$ cat src/rtl/cmdp_pkg.sv
package cmdp_pkg;
    localparam int CMD_W  = 16;
    localparam int ADDR_W = 17;
    localparam int LO_W   = 14;
    localparam int CODE_W = 6;
    localparam int IDX_W  = 5;
    localparam int VAL_W  = 8;
    localparam int OPEN_W = 6;

    typedef struct packed {
        logic              pending;
        logic              fetched;
        logic [ADDR_W-1:0] addr_lat;
        logic [CODE_W-1:0] code_lat;
        logic [ADDR_W-1:0] live_addr;
        logic [CODE_W-1:0] live_code;
        logic              reg_wr;
        logic [IDX_W-1:0]  reg_idx;
        logic [VAL_W-1:0]  reg_val;
    } cmdp_state_t;
endpackage

$ cat src/rtl/cmdp_word_dec.sv
module cmdp_word_dec #(
    parameter int CMD_W  = cmdp_pkg::CMD_W,
    parameter int ADDR_W = cmdp_pkg::ADDR_W,
    parameter int LO_W   = cmdp_pkg::LO_W,
    parameter int CODE_W = cmdp_pkg::CODE_W,
    parameter int IDX_W  = cmdp_pkg::IDX_W,
    parameter int VAL_W  = cmdp_pkg::VAL_W
) (
    input  logic [CMD_W-1:0]         word,
    output logic                     is_reg,
    output logic [LO_W-1:0]          lo_addr,
    output logic [ADDR_W-LO_W-1:0]   hi_addr,
    output logic [1:0]               code_lo,
    output logic [CODE_W-1:0]        code_src,
    output logic [IDX_W-1:0]         idx,
    output logic [VAL_W-1:0]         val
);
    localparam int HI_W = ADDR_W - LO_W;

    always_comb begin
        is_reg   = (word[CMD_W-1 -: 2] == 2'b10);
        code_lo  = word[CMD_W-1 -: 2];
        lo_addr  = word[LO_W-1:0];
        hi_addr  = word[HI_W-1:0];
        code_src = word[CODE_W+1:2];
        idx      = word[VAL_W+IDX_W-1:VAL_W];
        val      = word[VAL_W-1:0];
    end
endmodule

$ cat src/rtl/cmdp_status.sv
module cmdp_status #(
    parameter int CMD_W  = cmdp_pkg::CMD_W,
    parameter int OPEN_W = cmdp_pkg::OPEN_W
) (
    input  logic [OPEN_W-1:0]       open_bus,
    input  logic [CMD_W-OPEN_W-1:0] status_low,
    output logic [CMD_W-1:0]        status_rdata
);
    always_comb begin
        status_rdata = {open_bus, status_low};
    end
endmodule

$ cat src/rtl/cmdp_seq.sv
module cmdp_seq
    import cmdp_pkg::*;
(
    input  logic                   clk,
    input  logic                   rst_n,
    input  logic                   ctl_wr,
    input  logic                   ctl_rd,
    input  logic                   dat_wr,
    input  logic                   dat_rd,
    input  logic                   dma_en,
    input  logic                   fetch_ack,
    input  logic                   is_reg,
    input  logic [LO_W-1:0]        lo_addr,
    input  logic [ADDR_W-LO_W-1:0] hi_addr,
    input  logic [1:0]             code_lo,
    input  logic [CODE_W-1:0]      code_src,
    input  logic [IDX_W-1:0]       idx,
    input  logic [VAL_W-1:0]       val,
    output cmdp_state_t            st_q,
    output logic                   prefetch_req
);
    localparam logic [CODE_W-1:0] KEEP_DMA   = CODE_W'(6'h03);
    localparam logic [CODE_W-1:0] KEEP_NODMA = CODE_W'(6'h23);

    cmdp_state_t       st_d;
    logic              clr_evt;
    logic [CODE_W-1:0] keep;

    always_comb begin
        st_d        = st_q;
        st_d.reg_wr = 1'b0;
        clr_evt     = 1'b0;
        keep        = dma_en ? KEEP_DMA : KEEP_NODMA;
        if (ctl_wr) begin
            if (!st_q.pending) begin
                st_d.addr_lat[LO_W-1:0] = lo_addr;
                st_d.code_lat[1:0]      = code_lo;
                if (is_reg) begin
                    st_d.reg_wr  = 1'b1;
                    st_d.reg_idx = idx;
                    st_d.reg_val = val;
                end else begin
                    st_d.pending = 1'b1;
                end
            end else begin
                st_d.addr_lat[ADDR_W-1:LO_W] = hi_addr;
                st_d.code_lat = (st_q.code_lat & keep) | (code_src & ~keep);
                clr_evt = 1'b1;
            end
        end else if (st_q.pending && (ctl_rd || dat_wr || dat_rd)) begin
            clr_evt = 1'b1;
        end
        if (fetch_ack) begin
            st_d.fetched = 1'b1;
        end
        if (clr_evt) begin
            st_d.pending   = 1'b0;
            st_d.fetched   = 1'b0;
            st_d.live_addr = st_d.addr_lat;
            st_d.live_code = st_d.code_lat;
        end
    end

    always_ff @(posedge clk) begin
        if (!rst_n) begin
            st_q <= '0;
        end else begin
            st_q <= st_d;
        end
    end

    assign prefetch_req = !st_q.live_code[0] && !st_q.fetched;

    // on a clearing event the live registers take the latch contents
    p_live_copy_r7: assert property (@(posedge clk) disable iff (!rst_n)
        (st_q.pending && clr_evt) |=>
            (st_q.live_addr == st_q.addr_lat) && (st_q.live_code == st_q.code_lat));

    // without a clearing event the live registers hold
    p_live_hold_r7: assert property (@(posedge clk) disable iff (!rst_n)
        !(st_q.pending && clr_evt) |=>
            $stable(st_q.live_addr) && $stable(st_q.live_code));

    // leaving the pending state drops the read-fetched flag
    p_fetch_drop_r9: assert property (@(posedge clk) disable iff (!rst_n)
        $fell(st_q.pending) |-> !st_q.fetched);

    // a first word keeps the high address bits
    p_hi_kept_r2: assert property (@(posedge clk) disable iff (!rst_n)
        (ctl_wr && !st_q.pending) |=>
            (st_q.addr_lat[ADDR_W-1:LO_W] == $past(st_q.addr_lat[ADDR_W-1:LO_W])));

    // with DMA off a second word cannot change the top code bit
    p_code_top_kept_r6: assert property (@(posedge clk) disable iff (!rst_n)
        (ctl_wr && st_q.pending && !dma_en) |=>
            (st_q.code_lat[CODE_W-1] == $past(st_q.code_lat[CODE_W-1])));

    // a register strobe never comes with pending set
    p_reg_no_pend_r3: assert property (@(posedge clk) disable iff (!rst_n)
        st_q.reg_wr |-> !st_q.pending);
endmodule

$ cat src/rtl/cmdp_latch.sv
module cmdp_latch
    import cmdp_pkg::*;
(
    input  logic                      clk,
    input  logic                      rst_n,
    input  logic                      ctl_wr,
    input  logic                      ctl_rd,
    input  logic                      dat_wr,
    input  logic                      dat_rd,
    input  logic [CMD_W-1:0]          host_wdata,
    input  logic                      dma_en,
    input  logic                      fetch_ack,
    input  logic [OPEN_W-1:0]         open_bus,
    input  logic [CMD_W-OPEN_W-1:0]   status_low,
    output logic [CMD_W-1:0]          status_rdata,
    output logic [ADDR_W-1:0]         live_addr,
    output logic [CODE_W-1:0]         live_code,
    output logic                      pending,
    output logic                      prefetch_req,
    output logic                      reg_wr,
    output logic [IDX_W-1:0]          reg_idx,
    output logic [VAL_W-1:0]          reg_val
);
    logic                   is_reg;
    logic [LO_W-1:0]        lo_addr;
    logic [ADDR_W-LO_W-1:0] hi_addr;
    logic [1:0]             code_lo;
    logic [CODE_W-1:0]      code_src;
    logic [IDX_W-1:0]       idx;
    logic [VAL_W-1:0]       val;
    cmdp_state_t            st_q;

    cmdp_word_dec u_dec (
        .word     (host_wdata),
        .is_reg   (is_reg),
        .lo_addr  (lo_addr),
        .hi_addr  (hi_addr),
        .code_lo  (code_lo),
        .code_src (code_src),
        .idx      (idx),
        .val      (val)
    );

    cmdp_seq u_seq (
        .clk          (clk),
        .rst_n        (rst_n),
        .ctl_wr       (ctl_wr),
        .ctl_rd       (ctl_rd),
        .dat_wr       (dat_wr),
        .dat_rd       (dat_rd),
        .dma_en       (dma_en),
        .fetch_ack    (fetch_ack),
        .is_reg       (is_reg),
        .lo_addr      (lo_addr),
        .hi_addr      (hi_addr),
        .code_lo      (code_lo),
        .code_src     (code_src),
        .idx          (idx),
        .val          (val),
        .st_q         (st_q),
        .prefetch_req (prefetch_req)
    );

    cmdp_status u_stat (
        .open_bus     (open_bus),
        .status_low   (status_low),
        .status_rdata (status_rdata)
    );

    assign live_addr = st_q.live_addr;
    assign live_code = st_q.live_code;
    assign pending   = st_q.pending;
    assign reg_wr    = st_q.reg_wr;
    assign reg_idx   = st_q.reg_idx;
    assign reg_val   = st_q.reg_val;
endmodule

$ cat config.mk
export PLATFORM = sky130hd
export DESIGN_NAME = cmdp_latch
export DESIGN_NICKNAME = d
export VERILOG_FILES = /design/src/rtl/cmdp_pkg.sv /design/src/rtl/cmdp_word_dec.sv /design/src/rtl/cmdp_status.sv /design/src/rtl/cmdp_seq.sv /design/src/rtl/cmdp_latch.sv
export SDC_FILE = /design/constraint.sdc
export NUM_CORES = 1
export LEC_CHECK = 0
export BUFFER_PORTS_ARGS = -buffer_cell sky130_fd_sc_hd__buf_4
export CORE_MARGIN = 2
export CORE_UTILIZATION = 49
export DETAILED_ROUTE_END_ITERATION = 8
export PLACE_DENSITY_LB_ADDON = 0.1
export SYNTH_ARGS = -nofsm -noshare
export SYNTH_HDL_FRONTEND = slang
export SYNTH_SLANG_ARGS = --single-unit
$ cat constraint.sdc
create_clock -name clk -period 1.65 [get_ports clk]
set_input_delay 0 -clock clk [delete_from_list [all_inputs] [get_ports clk]]
set_output_delay 0 -clock clk [all_outputs]
set_load 0.1 [all_outputs]
Word level (Yosys, flattened, before mapping):

Cells that the tools add are included.
W data, S select, Z words.

* add/subtract/negate cells: 0
* $mul: 0
* div/mod/pow operators: 0
* magnitude comparators: 0
* equal/unequal tests: 1
* shifts and indexed selects: 0
* mux-type cells: 12
* bitwise logic cells: 7
* reduce and logical (&&, ||, !) cells: 9

Operators by type and width (number)
* $mux W14: 2
* $mux W23: 1
* $and A6 B6 Y6: 2
* $mux W6: 1
* $not A6 Y6: 1
* $or A6 B6 Y6: 1
* $mux W1: 5
* $mux W4: 1
* $mux W3: 1
* $not A1 Y1: 3
* $reduce_and A3 Y1: 1
* $reduce_or A3 Y1: 1
* $eq A2 B2 Y1 const B: 1
* $logic_and A1 B1 Y1: 2
* $logic_not A1 Y1: 2
* $logic_or A1 B1 Y1: 2
* $mux W2: 1
* $reduce_or A2 Y1: 1

* register bits after elaboration: 62
* bits in latches: 0
* bits in writable memories: 0
* bits in read-only memories: 0
* input bits: 40
* output and inout bits: 55
* logic and storage cells: 38
* memories: 0

Depth between registers and ports, before layout:

Gate-level depths: netlist of run 1.

* depth after elaboration: 6
* mapped depth: 5

Cells and area by module:

A second synthesis of run 1 with hierarchy kept.

* cells, all modules: 278
* area total of the unflattened synthesis: 2678.8 um^2

By module, submodules not included
* cmdp_seq: instances 1, cells an instance 223, area an instance 2259.7 um^2, sequential area each 1241.2 um^2
* cmdp_word_dec: instances 1, cells an instance 39, area an instance 299.0 um^2, sequential area each 0.0 um^2
* cmdp_status: instances 1, cells an instance 16, area an instance 120.1 um^2, sequential area each 0.0 um^2

Worst setup path after synthesis of run 1:

Ideal clock, no wire load.

* kind: register to register
* start: register u_seq.st_q[61] (netlist name)
* end: register u_seq.st_q[14] (netlist name)
* library setup time: 146 ps
* arrival time: 1905 ps
* path slack: -402 ps
* stages on the path, launching flop included: 6
* path buffers: 2
* clock period less this slack: 2052 ps
* cell sequence: dfxtp_1 > nand2b_1 > buf_4 > buf_4 > mux2i_1 > a211oi_2

* word-level cells in the longest chain between the ends: 3

RTL lines
* $logic_and A1 B1 Y1: line cmdp_seq.sv:50 `end else if (st_q.pending && (ctl_rd || dat_wr || dat_rd)) begin`
* $mux W1: line cmdp_seq.sv:50
* $mux W1: line cmdp_seq.sv:34 `if (ctl_wr) begin`

Parallel ways exist; a longest one is shown, timed or not.
A chain may end at the register's enable or synchronous reset.

Worst setup path after layout of run 1:

* start: register u_seq.st_q[61] (netlist name)
* end: register u_seq.st_q[60] (netlist name)

* word-level cells in the longest chain between the ends: 4

RTL lines (line)
* $logic_and A1 B1 Y1: cmdp_seq.sv:50
* $mux W1: cmdp_seq.sv:50
* $mux W1 *: cmdp_seq.sv:34
* $reduce_or A2 Y1 (no line) *

Every way passes the cells marked *; elsewhere a longest branch is shown, timed or not.

==> load_flow_metrics.sql, run 1 <==
INSERT INTO impl_metrics (metric_group, metric, value, unit) VALUES
('outcome', 'run_status', 'finished, final reports clean', ''),
('final_layout', 'count_of_inserted_antenna_diode_cells', '0', ''),
('yosys', 'synth_top_area_cell', 'dfxtp_1', ''),
('critical_path', 'worst_ep_arrival_time', '1.78', 'ns'),
('yosys', 'synth-warning-count', '0', ''),
('job', 'maxCapViolations', '0', ''),
('clocking', 'clk-insertion-delay-late', '0.32', 'ns'),
('yosys', 'synth.distinct_cells', '17', ''),
('yosys', 'synthesis.instances', '275', ''),
('global_route', 'globalRouteTotalUtil', '0.173', ''),
('routing', 'via_count', '1759', ''),
('final_layout', 'final_layout_size_suffix_gt1_frac', '0.342', ''),
('yosys', 'ys_seq_elements', '62', ''),
('routing', 'ant_nets', '0', ''),
('floorplanning', 'placement_rows', '26', ''),
('clocking', 'clk_transition_reported_paths', '0.06', 'ns'),
('floorplanning', 'ioPinCount', '95', ''),
('routing', 'via_per_inst', '4.63', ''),
('sta', 'timing.final.crit_share', '0.955', ''),
('sta', 'hold_slack', '0.0000336', 'ns'),
('final_layout', 'layout.area.seq', '0.00124', 'mm^2'),
('power_and_ir_drop', 'maximum_vdd_ir_drop', '0.611', 'mV'),
('routing', 'wirelength', '4.98', 'mm'),
('sta', 'timing_max_transition_violations_final', '0', ''),
('global_route', 'grt_antenna_before_repair', '0', ''),
('floorplanning', 'floorplan.core_area', '0.00517', 'mm^2'),
('yosys', 'synth_edf_count', '0', ''),
('yosys', 'synth_sequential_area_ratio', '0.466', ''),
('yosys', 'netlist_area', '0.00266', 'mm^2'),
('place', 'post_detail_place_hpwl', '3.33', 'mm'),
('routing', 'detail_route.wl_per_cell', '13.1', 'um'),
('place', 'port-buffer-count', '62', ''),
('clocking', 'htree_num_levels', '3', ''),
('routing', 'detail_route.first_pass.iterations', '4', ''),
('place', 'gp_congestion', '0.739', ''),
('routing', 'drt_drc_violations_left', '0', ''),
('yosys', 'synth.top_cells.by_count', '62 x dfxtp_1, 55 x buf_4, 50 x nor2_1', ''),
('global_route', 'grt.overflow.total', '0', ''),
('yosys', 'yosysMostFrequentCell', 'dfxtp_1', ''),
('worst_hold_path', 'timing.hold.worst.class', 'in2out', ''),
('critical_path', 'setup.worst_path.class', 'reg2reg', ''),
('yosys', 'netlist_top_cells_area', 'dfxtp_1 47%, buf_4 16%, a211oi_2 10%', ''),
('yosys', 'synthArstFlopShare', '0', ''),
('sta', 'timing.final.setup_violations', '0', ''),
('sta', 'hold_viol', '0', ''),
('floorplanning', 'die_y', '77.7', 'um'),
('sta', 'worst_slew_pin_slew', '0.387', 'ns'),
('clocking', 'cts.sink_count', '62', ''),
('final_layout', 'fin_area', '0.00315', 'mm^2'),
('floorplanning', 'design.die.area', '0.00604', 'mm^2'),
('routing', 'drtIter0Drc', '93', ''),
('yosys', 'netlist.area_leader.share', '0.466', ''),
('yosys', 'synth_ff_type', 'dfxtp_1', ''),
('critical_path', 'cp.required', '1.85', 'ns'),
('final_layout', 'max_ffs_per_register', '62', ''),
('global_route', 'first_global_vias', '1700', ''),
('global_route', 'maximum_number_of_pins_on_one_net_before_global_route_repair', '39', ''),
('critical_path', 'worst-path-max-fanout', '10', ''),
('clocking', 'cts_buffer_depth', '2', ''),
('place', 'postPlaceCellArea', '0.00279', 'mm^2'),
('clocking', 'clock-root-buffer', 'clkbuf_8', ''),
('sta', 'setup_tns', '0', 'ns'),
('final_layout', 'num-fill-cells', '472', ''),
('power_and_ir_drop', 'power.leakage', '0.00138', 'uW'),
('clocking', 'tritoncts_clock_tree', 'yes', ''),
('place', 'placed_cells_incl_taps', '346', ''),
('yosys', 'syn-num-nets', '315', ''),
('sta', 'minimum_clock_period_after_layout', '1.58', 'ns'),
('floorplanning', 'initial_utilization', '0.515', ''),
('final_layout', 'reg_top3', 'u_seq.st_q: 62 flops', ''),
('final_layout', 'final_nets', '346', '');
[layout make-up]
cell class	instances	share of cell area
Clock inverter	1	0.00159
Inverter	1	0.00119
Multi-Input combinational cell	145	0.297
Clock buffer	14	0.0516
Tap cell	70	0.0278
Timing Repair Buffer	87	0.226
Sequential cell	62	0.395
[where the power goes]
group	switching, uW	total, uW	internal, uW
sequential	46.6	1640	1590
combinational	709	979	270
clock	525	1140	619
[placed cells by master (no fill, tap or decap), drive strengths merged, types with 3 or more instances in the layout]
master and count:
mux2i 23, nor2 50, a21oi 15, dlygate4sd3 19, buf 68, nand2 27, a211oi 22, dfxtp 62
nand2b 3, clkbuf 14
[repair_timing]
action | CTS | global route
hold buffers | 19 | 0
resized for setup | 0 | 0
hold endpoints to repair | 36 | 0
setup buffers | 0 | 0
[worst max-delay path: stages (launching register included)]
cell	delay [ns]
dfxtp_4	0.37
o41a_2	0.30
nand2b_1	0.18
nor2_1	0.06
dlygate4sd3_1	0.55
[stage by stage]
| step | worst slack [ns] | utilization | total power [uW] |
|---|---|---|---|
| floorplan | 0.0925 | - | 2680 |
| global placement | 0.342 | 0.540 | 2610 |
| detailed placement | 0.317 | 0.540 | 2620 |
| CTS | 0.0800 | 0.609 | 3800 |
| global route | 0.0160 | 0.609 | 3930 |
| finish | 0.0740 | 0.609 | 3760 |
[logic make-up (layout without fill, tap and decap cells)]
kind of cell / after synthesis / after routing / synth area share
buffers and inverters: 68 / 103 / 0.183
multiplexers: 23 / 23 / 0.0865
AO/OA/AOI/OAI: 39 / 39 / 0.138
AND/OR/NAND/NOR: 83 / 83 / 0.126
flip-flops: 62 / 62 / 0.466
[final timing paths]
check	from	depth (start not counted)	slack (ns)	endpoint
setup / recovery	u_seq.st_q[61]$_SDFFE_PP0P_	4	0.07	u_seq.st_q[60]$_SDFFE_PP0P_
hold / removal	status_low[3]	0	0.00003	status_rdata[3]
setup reg to reg	u_seq.st_q[61]$_SDFFE_PP0P_	4	0.07	u_seq.st_q[60]$_SDFFE_PP0P_
hold reg to reg	u_seq.st_q[10]$_SDFFE_PN0P_	2	0.45	u_seq.st_q[10]$_SDFFE_PN0P_
[routing by layer]
layer	part of all wire	global-route usage	vias up
met5	0	0	-
met4	0.0092	0.0696	0
met3	0.053	0.0442	10
met2	0.42	0.253	52
met1	0.52	0.243	781
li1	-	-	916
Note: power is estimated with default switching activity, not from simulation.
==> inputs of run 2 (changes only) <==
Settings changed: SETUP_SLACK_MARGIN from default to 0.02.
Clock period 1.65 ns to 1.6 ns, I/O delays scaled along.
==> load_flow_metrics.sql, run 2 (synthesized netlist as in run 1, its figures left out) <==
INSERT INTO impl_metrics (metric_group, metric, value, unit) VALUES
('floorplanning', 'die_x', '77.7', 'um'),
('routing', 'drt_drc_violations_left', '0', ''),
('sta', 'timing.final.setup_violations', '0', ''),
('final_layout', 'final_cells', '380', ''),
('final_layout', 'count_of_inserted_antenna_diode_cells', '0', ''),
('critical_path', 'critPathMaxStageDelay', '0.55', 'ns'),
('critical_path', 'worst-path-max-fanout', '10', ''),
('floorplanning', 'floorplan.core_area', '0.00517', 'mm^2'),
('power_and_ir_drop', 'power_density', '1310', 'mW/mm^2'),
('final_layout', 'reg_top3', 'u_seq.st_q: 62 flops', ''),
('final_layout', 'max_flop_register', 'u_seq.st_q', ''),
('job', 'maxCapViolations', '0', ''),
('sta', 'fmaxAchievable', '0.670', 'GHz'),
('routing', 'ant_nets', '0', ''),
('place', 'placed_cells_incl_taps', '345', ''),
('sta', 'timing.clock.skew', '0.00697', 'ns'),
('routing', 'via_per_inst', '4.71', ''),
('global_route', 'globalRouteTotalUtil', '0.177', ''),
('routing', 'via_count', '1788', ''),
('clocking', 'post_cts.repair.setup_buffers', '0', ''),
('floorplanning', 'initial_utilization', '0.515', ''),
('floorplanning', 'die_y', '77.7', 'um'),
('floorplanning', 'design.die.area', '0.00604', 'mm^2'),
('critical_path', 'worst_ep_arrival_time', '1.71', 'ns'),
('clocking', 'tritoncts_clock_tree', 'yes', ''),
('clocking', 'cts_made_buffers', '9', ''),
('floorplanning', 'placement_rows', '26', ''),
('routing', 'drtIter0Drc', '75', ''),
('clocking', 'cts_buffer_depth', '2', ''),
('routing', 'detail_route.wl_per_cell', '13.2', 'um'),
('power_and_ir_drop', 'report.power.total', '4230', 'uW'),
('critical_path', 'cp.required', '1.82', 'ns'),
('global_route', 'grt_antenna_before_repair', '0', ''),
('sta', 'timing.final.crit_share', '0.934', ''),
('sta', 'hold_viol', '0', ''),
('sta', 'worst_slew_pin_slew', '0.391', 'ns'),
('place', 'port-buffer-count', '62', ''),
('critical_path', 'worstSetupEndpointType', 'flip-flop', ''),
('critical_path', 'crit_path_start_kind', 'flip-flop', ''),
('clocking', 'cts.sink_count', '62', ''),
('final_layout', 'final_layout_size_suffix_gt1_frac', '0.348', ''),
('sta', 'setup_tns', '0', 'ns'),
('critical_path', 'timing.critical_path.cells', 'o41a_4 -> nand2b_1 -> nor2_1 -> dlygate4sd3_1', ''),
('power_and_ir_drop', 'power.leakage', '0.00141', 'uW'),
('global_route', 'first_global_vias', '1664', ''),
('critical_path', 'timing.critical_path.slowest_stage_cell', 'dlygate4sd3_1', ''),
('routing', 'detail_route.first_pass.iterations', '4', ''),
('routing', 'wirelength', '5.03', 'mm'),
('critical_path', 'reg2reg_slack', '0.11', 'ns'),
('place', 'post_detail_place_hpwl', '3.35', 'mm'),
('sta', 'minimum_clock_period_after_layout', '1.49', 'ns'),
('floorplanning', 'ioPinCount', '95', ''),
('clocking', 'htree_num_levels', '3', ''),
('worst_hold_path', 'timing.hold.worst.class', 'in2out', ''),
('global_route', 'maximum_number_of_pins_on_one_net_before_global_route_repair', '39', ''),
('sta', 'timing_max_transition_violations_final', '0', ''),
('clocking', 'clk-insertion-delay-late', '0.33', 'ns'),
('final_layout', 'syn_to_final_growth', '21.3', '%'),
('place', 'gp_congestion', '0.725', ''),
('global_route', 'grt_first_pass_wirelength', '8.22', 'mm'),
('clocking', 'clk_transition_reported_paths', '0.07', 'ns'),
('sta', 'slew-limit-headroom', '0.739', ''),
('final_layout', 'final_nets', '346', ''),
('final_layout', 'max_ffs_per_register', '62', ''),
('clocking', 'clock-root-buffer', 'clkbuf_8', ''),
('outcome', 'run_status', 'finished, final reports clean', ''),
('final_layout', 'mostFrequentLayoutCell', 'buf_4', ''),
('power_and_ir_drop', 'maximum_vdd_ir_drop', '0.939', 'mV'),
('sta', 'rsz0062_at_grt', 'false', ''),
('global_route', 'grt.overflow.total', '0', ''),
('final_layout', 'top_library_cells_by_usage_in_the_layout_fill_and_taps_aside', '65 x buf_4, 61 x dfxtp_1, 50 x nor2_1', ''),
('critical_path', 'setup.worst_path.class', 'reg2reg', '');
[run 2: cell count changes in the layout (fill, tap and decap cells not counted)]
cell	previous run	this run
buf_12	1	2
buf_4	67	65
bufinv_16	0	2
clkbuf_1	3	0
clkinv_2	1	2
dlygate4sd3_1	19	20
o41a_2	1	0
o41a_4	0	1
[run 2: layout make-up]
cell class,instances,area [um^2]
Timing Repair Buffer,87,728
Inverter,1,3.75
Tap cell,70,87.6
Clock inverter,4,70.1
Fill cell,440,1940
Clock buffer,11,151
Sequential cell,62,1240
Multi-Input combinational cell,145,943
[run 2: repair_timing]
action                                 CTS  global route
endpoints found under the hold margin   39             0
hold buffers                            20             0
setup endpoints to repair                0             1
resized for setup                        0             1
[run 2: routing by layer]
metal	up-vias	GRT usage	share of wire
met5	-	0	0
met4	0	0.0643	0.011
met3	9	0.0756	0.069
met2	56	0.259	0.44
met1	808	0.232	0.48
li1	915	-	-
[run 2: power breakdown]
part,switching [uW],total [uW],internal (uW)
Clock,572,1520,948
Combinational,733,1020,284
Sequential,49.9,1690,1640
[run 2: final timing paths]
| kind | from | endpoint | cells past startpoint |
|---|---|---|---|
| worst max-delay path | u_seq.st_q[61]$_SDFFE_PP0P_ | u_seq.st_q[60]$_SDFFE_PP0P_ | 4 |
| worst min-delay path | status_low[3] | status_rdata[3] | 0 |
| worst max register to register | u_seq.st_q[61]$_SDFFE_PP0P_ | u_seq.st_q[60]$_SDFFE_PP0P_ | 4 |
| worst min register to register | u_seq.st_q[10]$_SDFFE_PN0P_ | u_seq.st_q[10]$_SDFFE_PN0P_ | 2 |
[run 2: critical path: cells and delay by family, from the launching register on]
kind            cells  cell delay (ns)
simple gates        2             0.21
compound gates      1             0.24
flops               1             0.38
buf+inv             1             0.55
[run 2: stage by stage]
| step | worst slack [ns] | hold WS, ns | instance area, um^2 | utilization |
|---|---|---|---|---|
| finish | 0.106 | 0.0000336 | 3230 | 0.624 |
| global route | 0.0328 | 0.000167 | 3230 | 0.624 |
| CTS | 0.0272 | 0.000681 | 3220 | 0.623 |
| detailed placement | 0.282 | 0.000681 | 2800 | 0.541 |
| global placement | 0.307 | 0.000681 | 2800 | 0.541 |
| floorplan | 0.0425 | 0.116 | 2670 | - |
==> inputs of run 3 (changes only) <==
Settings changed: BUFFER_PORTS_ARGS -buffer_cell sky130_fd_sc_hd__buf_4 to -buffer_cell sky130_fd_sc_hd__buf_2, SKIP_CTS_REPAIR_TIMING from default to 1.
==> load_flow_metrics.sql, run 3 (synthesized netlist as in run 1, its figures left out) <==
INSERT INTO impl_metrics (metric_group, metric, value, unit) VALUES
('outcome', 'run_status', 'complete, but fails checks', ''),
('outcome', 'failed_checks', 'hold timing', ''),
('sta', 'timing_max_transition_violations_final', '0', ''),
('clocking', 'clk_transition_reported_paths', '0.06', 'ns'),
('global_route', 'grt_antenna_before_repair', '0', ''),
('power_and_ir_drop', 'power_density', '1380', 'mW/mm^2'),
('critical_path', 'reg2reg_to', 'u_seq.st_q[29]$_SDFFE_PN0P_', ''),
('power_and_ir_drop', 'report.power.total', '4170', 'uW'),
('routing', 'via_per_inst', '4.72', ''),
('final_layout', 'max_ffs_per_register', '62', ''),
('floorplanning', 'placement_rows', '26', ''),
('sta', 'timing.clock.skew', '0.00852', 'ns'),
('critical_path', 'reg2regPathDepth', '4', ''),
('final_layout', 'num-fill-cells', '461', ''),
('floorplanning', 'die_y', '77.7', 'um'),
('routing', 'detail_route.first_pass.iterations', '4', ''),
('floorplanning', 'die_x', '77.7', 'um'),
('routing', 'via_count', '1774', ''),
('clocking', 'cts.sink_count', '62', ''),
('place', 'gp_congestion', '0.727', ''),
('job', 'maxCapViolations', '0', ''),
('critical_path', 'reg2reg_slack', '0.37', 'ns'),
('global_route', 'maximum_number_of_pins_on_one_net_before_global_route_repair', '48', ''),
('global_route', 'grt.met3_usage', '0.0465', ''),
('global_route', 'use_met1', '0.237', ''),
('global_route', 'first_global_vias', '1509', ''),
('floorplanning', 'design.die.area', '0.00604', 'mm^2'),
('sta', 'slew-limit-headroom', '0.670', ''),
('routing', 'drtIter0Drc', '90', ''),
('worst_hold_path', 'hold_start', 'ctl_wr', ''),
('global_route', 'globalRoute.busiestLayer', 'met1', ''),
('routing', 'detail_route.wl_per_cell', '13.0', 'um'),
('routing', 'wirelength', '4.89', 'mm'),
('clocking', 'clk-insertion-delay-late', '0.34', 'ns'),
('final_layout', 'final_cells', '376', ''),
('global_route', 'globalRouteTotalUtil', '0.166', ''),
('final_layout', 'final_nets', '342', ''),
('place', 'postPlaceCellArea', '0.00264', 'mm^2'),
('final_layout', 'syn_to_final_growth', '13.7', '%'),
('worst_hold_path', 'timing.hold.worst.class', 'in2reg', ''),
('final_layout', 'final_layout_size_suffix_gt1_frac', '0.353', ''),
('floorplanning', 'initial_utilization', '0.515', ''),
('sta', 'fmaxAchievable', '0.815', 'GHz'),
('global_route', 'globalRouteMet2Util', '0.217', ''),
('place', 'placed_cells_incl_taps', '345', ''),
('routing', 'drt_drc_violations_left', '0', ''),
('critical_path', 'worst_ep_arrival_time', '1.43', 'ns'),
('sta', 'timing.final.setup_violations', '0', ''),
('final_layout', 'fin_area', '0.00303', 'mm^2'),
('place', 'port-buffer-count', '62', ''),
('sta', 'worst_slew_pin_slew', '0.499', 'ns'),
('place', 'post_detail_place_hpwl', '3.17', 'mm'),
('final_layout', 'mostFrequentLayoutCell', 'buf_2', ''),
('sta', 'hold_viol', '2', ''),
('floorplanning', 'floorplan.core_area', '0.00517', 'mm^2'),
('sta', 'timing.final.crit_share', '0.766', ''),
('final_layout', 'count_of_inserted_antenna_diode_cells', '0', ''),
('critical_path', 'worstSetupEndpointType', 'flip-flop', ''),
('critical_path', 'setup.worst_path.class', 'reg2reg', ''),
('clocking', 'tritoncts_clock_tree', 'yes', ''),
('worst_hold_path', 'worstHoldPathCells', '3', ''),
('sta', 'rsz0062_at_grt', 'false', ''),
('floorplanning', 'ioPinCount', '95', ''),
('global_route', 'grt.overflow.total', '0', ''),
('global_route', 'grt_first_pass_wirelength', '7.65', 'mm'),
('final_layout', 'top_library_cells_by_usage_in_the_layout_fill_and_taps_aside', '62 x buf_2, 61 x dfxtp_1, 50 x nor2_1', ''),
('clocking', 'cts_made_buffers', '9', ''),
('clocking', 'clock-root-buffer', 'clkbuf_8', ''),
('sta', 'minimum_clock_period_after_layout', '1.23', 'ns'),
('critical_path', 'worst-path-max-fanout', '16', ''),
('clocking', 'cts_buffer_depth', '2', ''),
('final_layout', 'reg_top3', 'u_seq.st_q: 62 flops', ''),
('routing', 'ant_nets', '0', ''),
('worst_hold_path', 'hold_end', 'u_seq.st_q[61]$_SDFFE_PP0P_', ''),
('clocking', 'htree_num_levels', '3', ''),
('sta', 'setup_tns', '0', 'ns'),
('final_layout', 'max_flop_register', 'u_seq.st_q', ''),
('sta', 'hold_slack', '-0.0104', 'ns'),
('power_and_ir_drop', 'power.leakage', '0.00137', 'uW'),
('power_and_ir_drop', 'maximum_vdd_ir_drop', '0.813', 'mV'),
('critical_path', 'reg2reg_from', 'u_seq.st_q[61]$_SDFFE_PP0P_', ''),
('critical_path', 'cp.required', '1.81', 'ns'),
('critical_path', 'crit_path_start_kind', 'flip-flop', '');
## run 3: worst max-delay path, stage by stage (launching register included)
cell and delay, ns:
dfxtp_4 0.37, nand2b_1 0.15, buf_12 0.18, mux2i_1 0.29
a211oi_2 0.10
## run 3: layout make-up
type                       count  area (um^2)  area share
clock inverter                 4         70.1      0.0232
tap                           70         87.6      0.0289
multi-input combinational    145          935       0.309
sequential                    62         1240       0.411
inverter                       1         3.75     0.00124
clock buffer                  11          151      0.0500
timing repair buffer          83          533       0.176
## run 3: stage by stage
stage / util / setup WS (ns)
2_1_floorplan: - / 0.0425
3_3_place_gp: 0.511 / 0.395
3_5_place_dp: 0.511 / 0.384
4_1_cts: 0.554 / 0.375
5_1_grt: 0.585 / 0.304
6_report: 0.585 / 0.374
## run 3: worst max-delay path by stage
| stage | start | end | slack [ns] |
|---|---|---|---|
| final | u_seq.st_q[61]$_SDFFE_PP0P_ | u_seq.st_q[29]$_SDFFE_PN0P_ | 0.37 |
| after global routing | u_seq.st_q[61]$_SDFFE_PP0P_ | u_seq.st_q[23]$_SDFFE_PN0P_ | 0.30 |
| after CTS | u_seq.st_q[61]$_SDFFE_PP0P_ | u_seq.st_q[20]$_SDFFE_PN0P_ | 0.37 |
| after detailed placement | u_seq.st_q[61]$_SDFFE_PP0P_ | u_seq.st_q[29]$_SDFFE_PN0P_ | 0.38 |
| after global placement | u_seq.st_q[61]$_SDFFE_PP0P_ | u_seq.st_q[21]$_SDFFE_PN0P_ | 0.39 |
| after floorplan | u_seq.st_q[14]$_SDFFE_PN0P_ | prefetch_req | 0.04 |
## run 3: per-layer routing
| metal | vias up | wire length (um) |
|---|---|---|
| met5 | - | 0 |
| met4 | 0 | 127 |
| met3 | 15 | 284 |
| met2 | 55 | 1950 |
| met1 | 792 | 2530 |
| li1 | 912 | - |
## run 3: power by group
group | internal [uW] | switching, uW
registers | 1640 | 45.3
clock network | 948 | 587
logic | 220 | 727
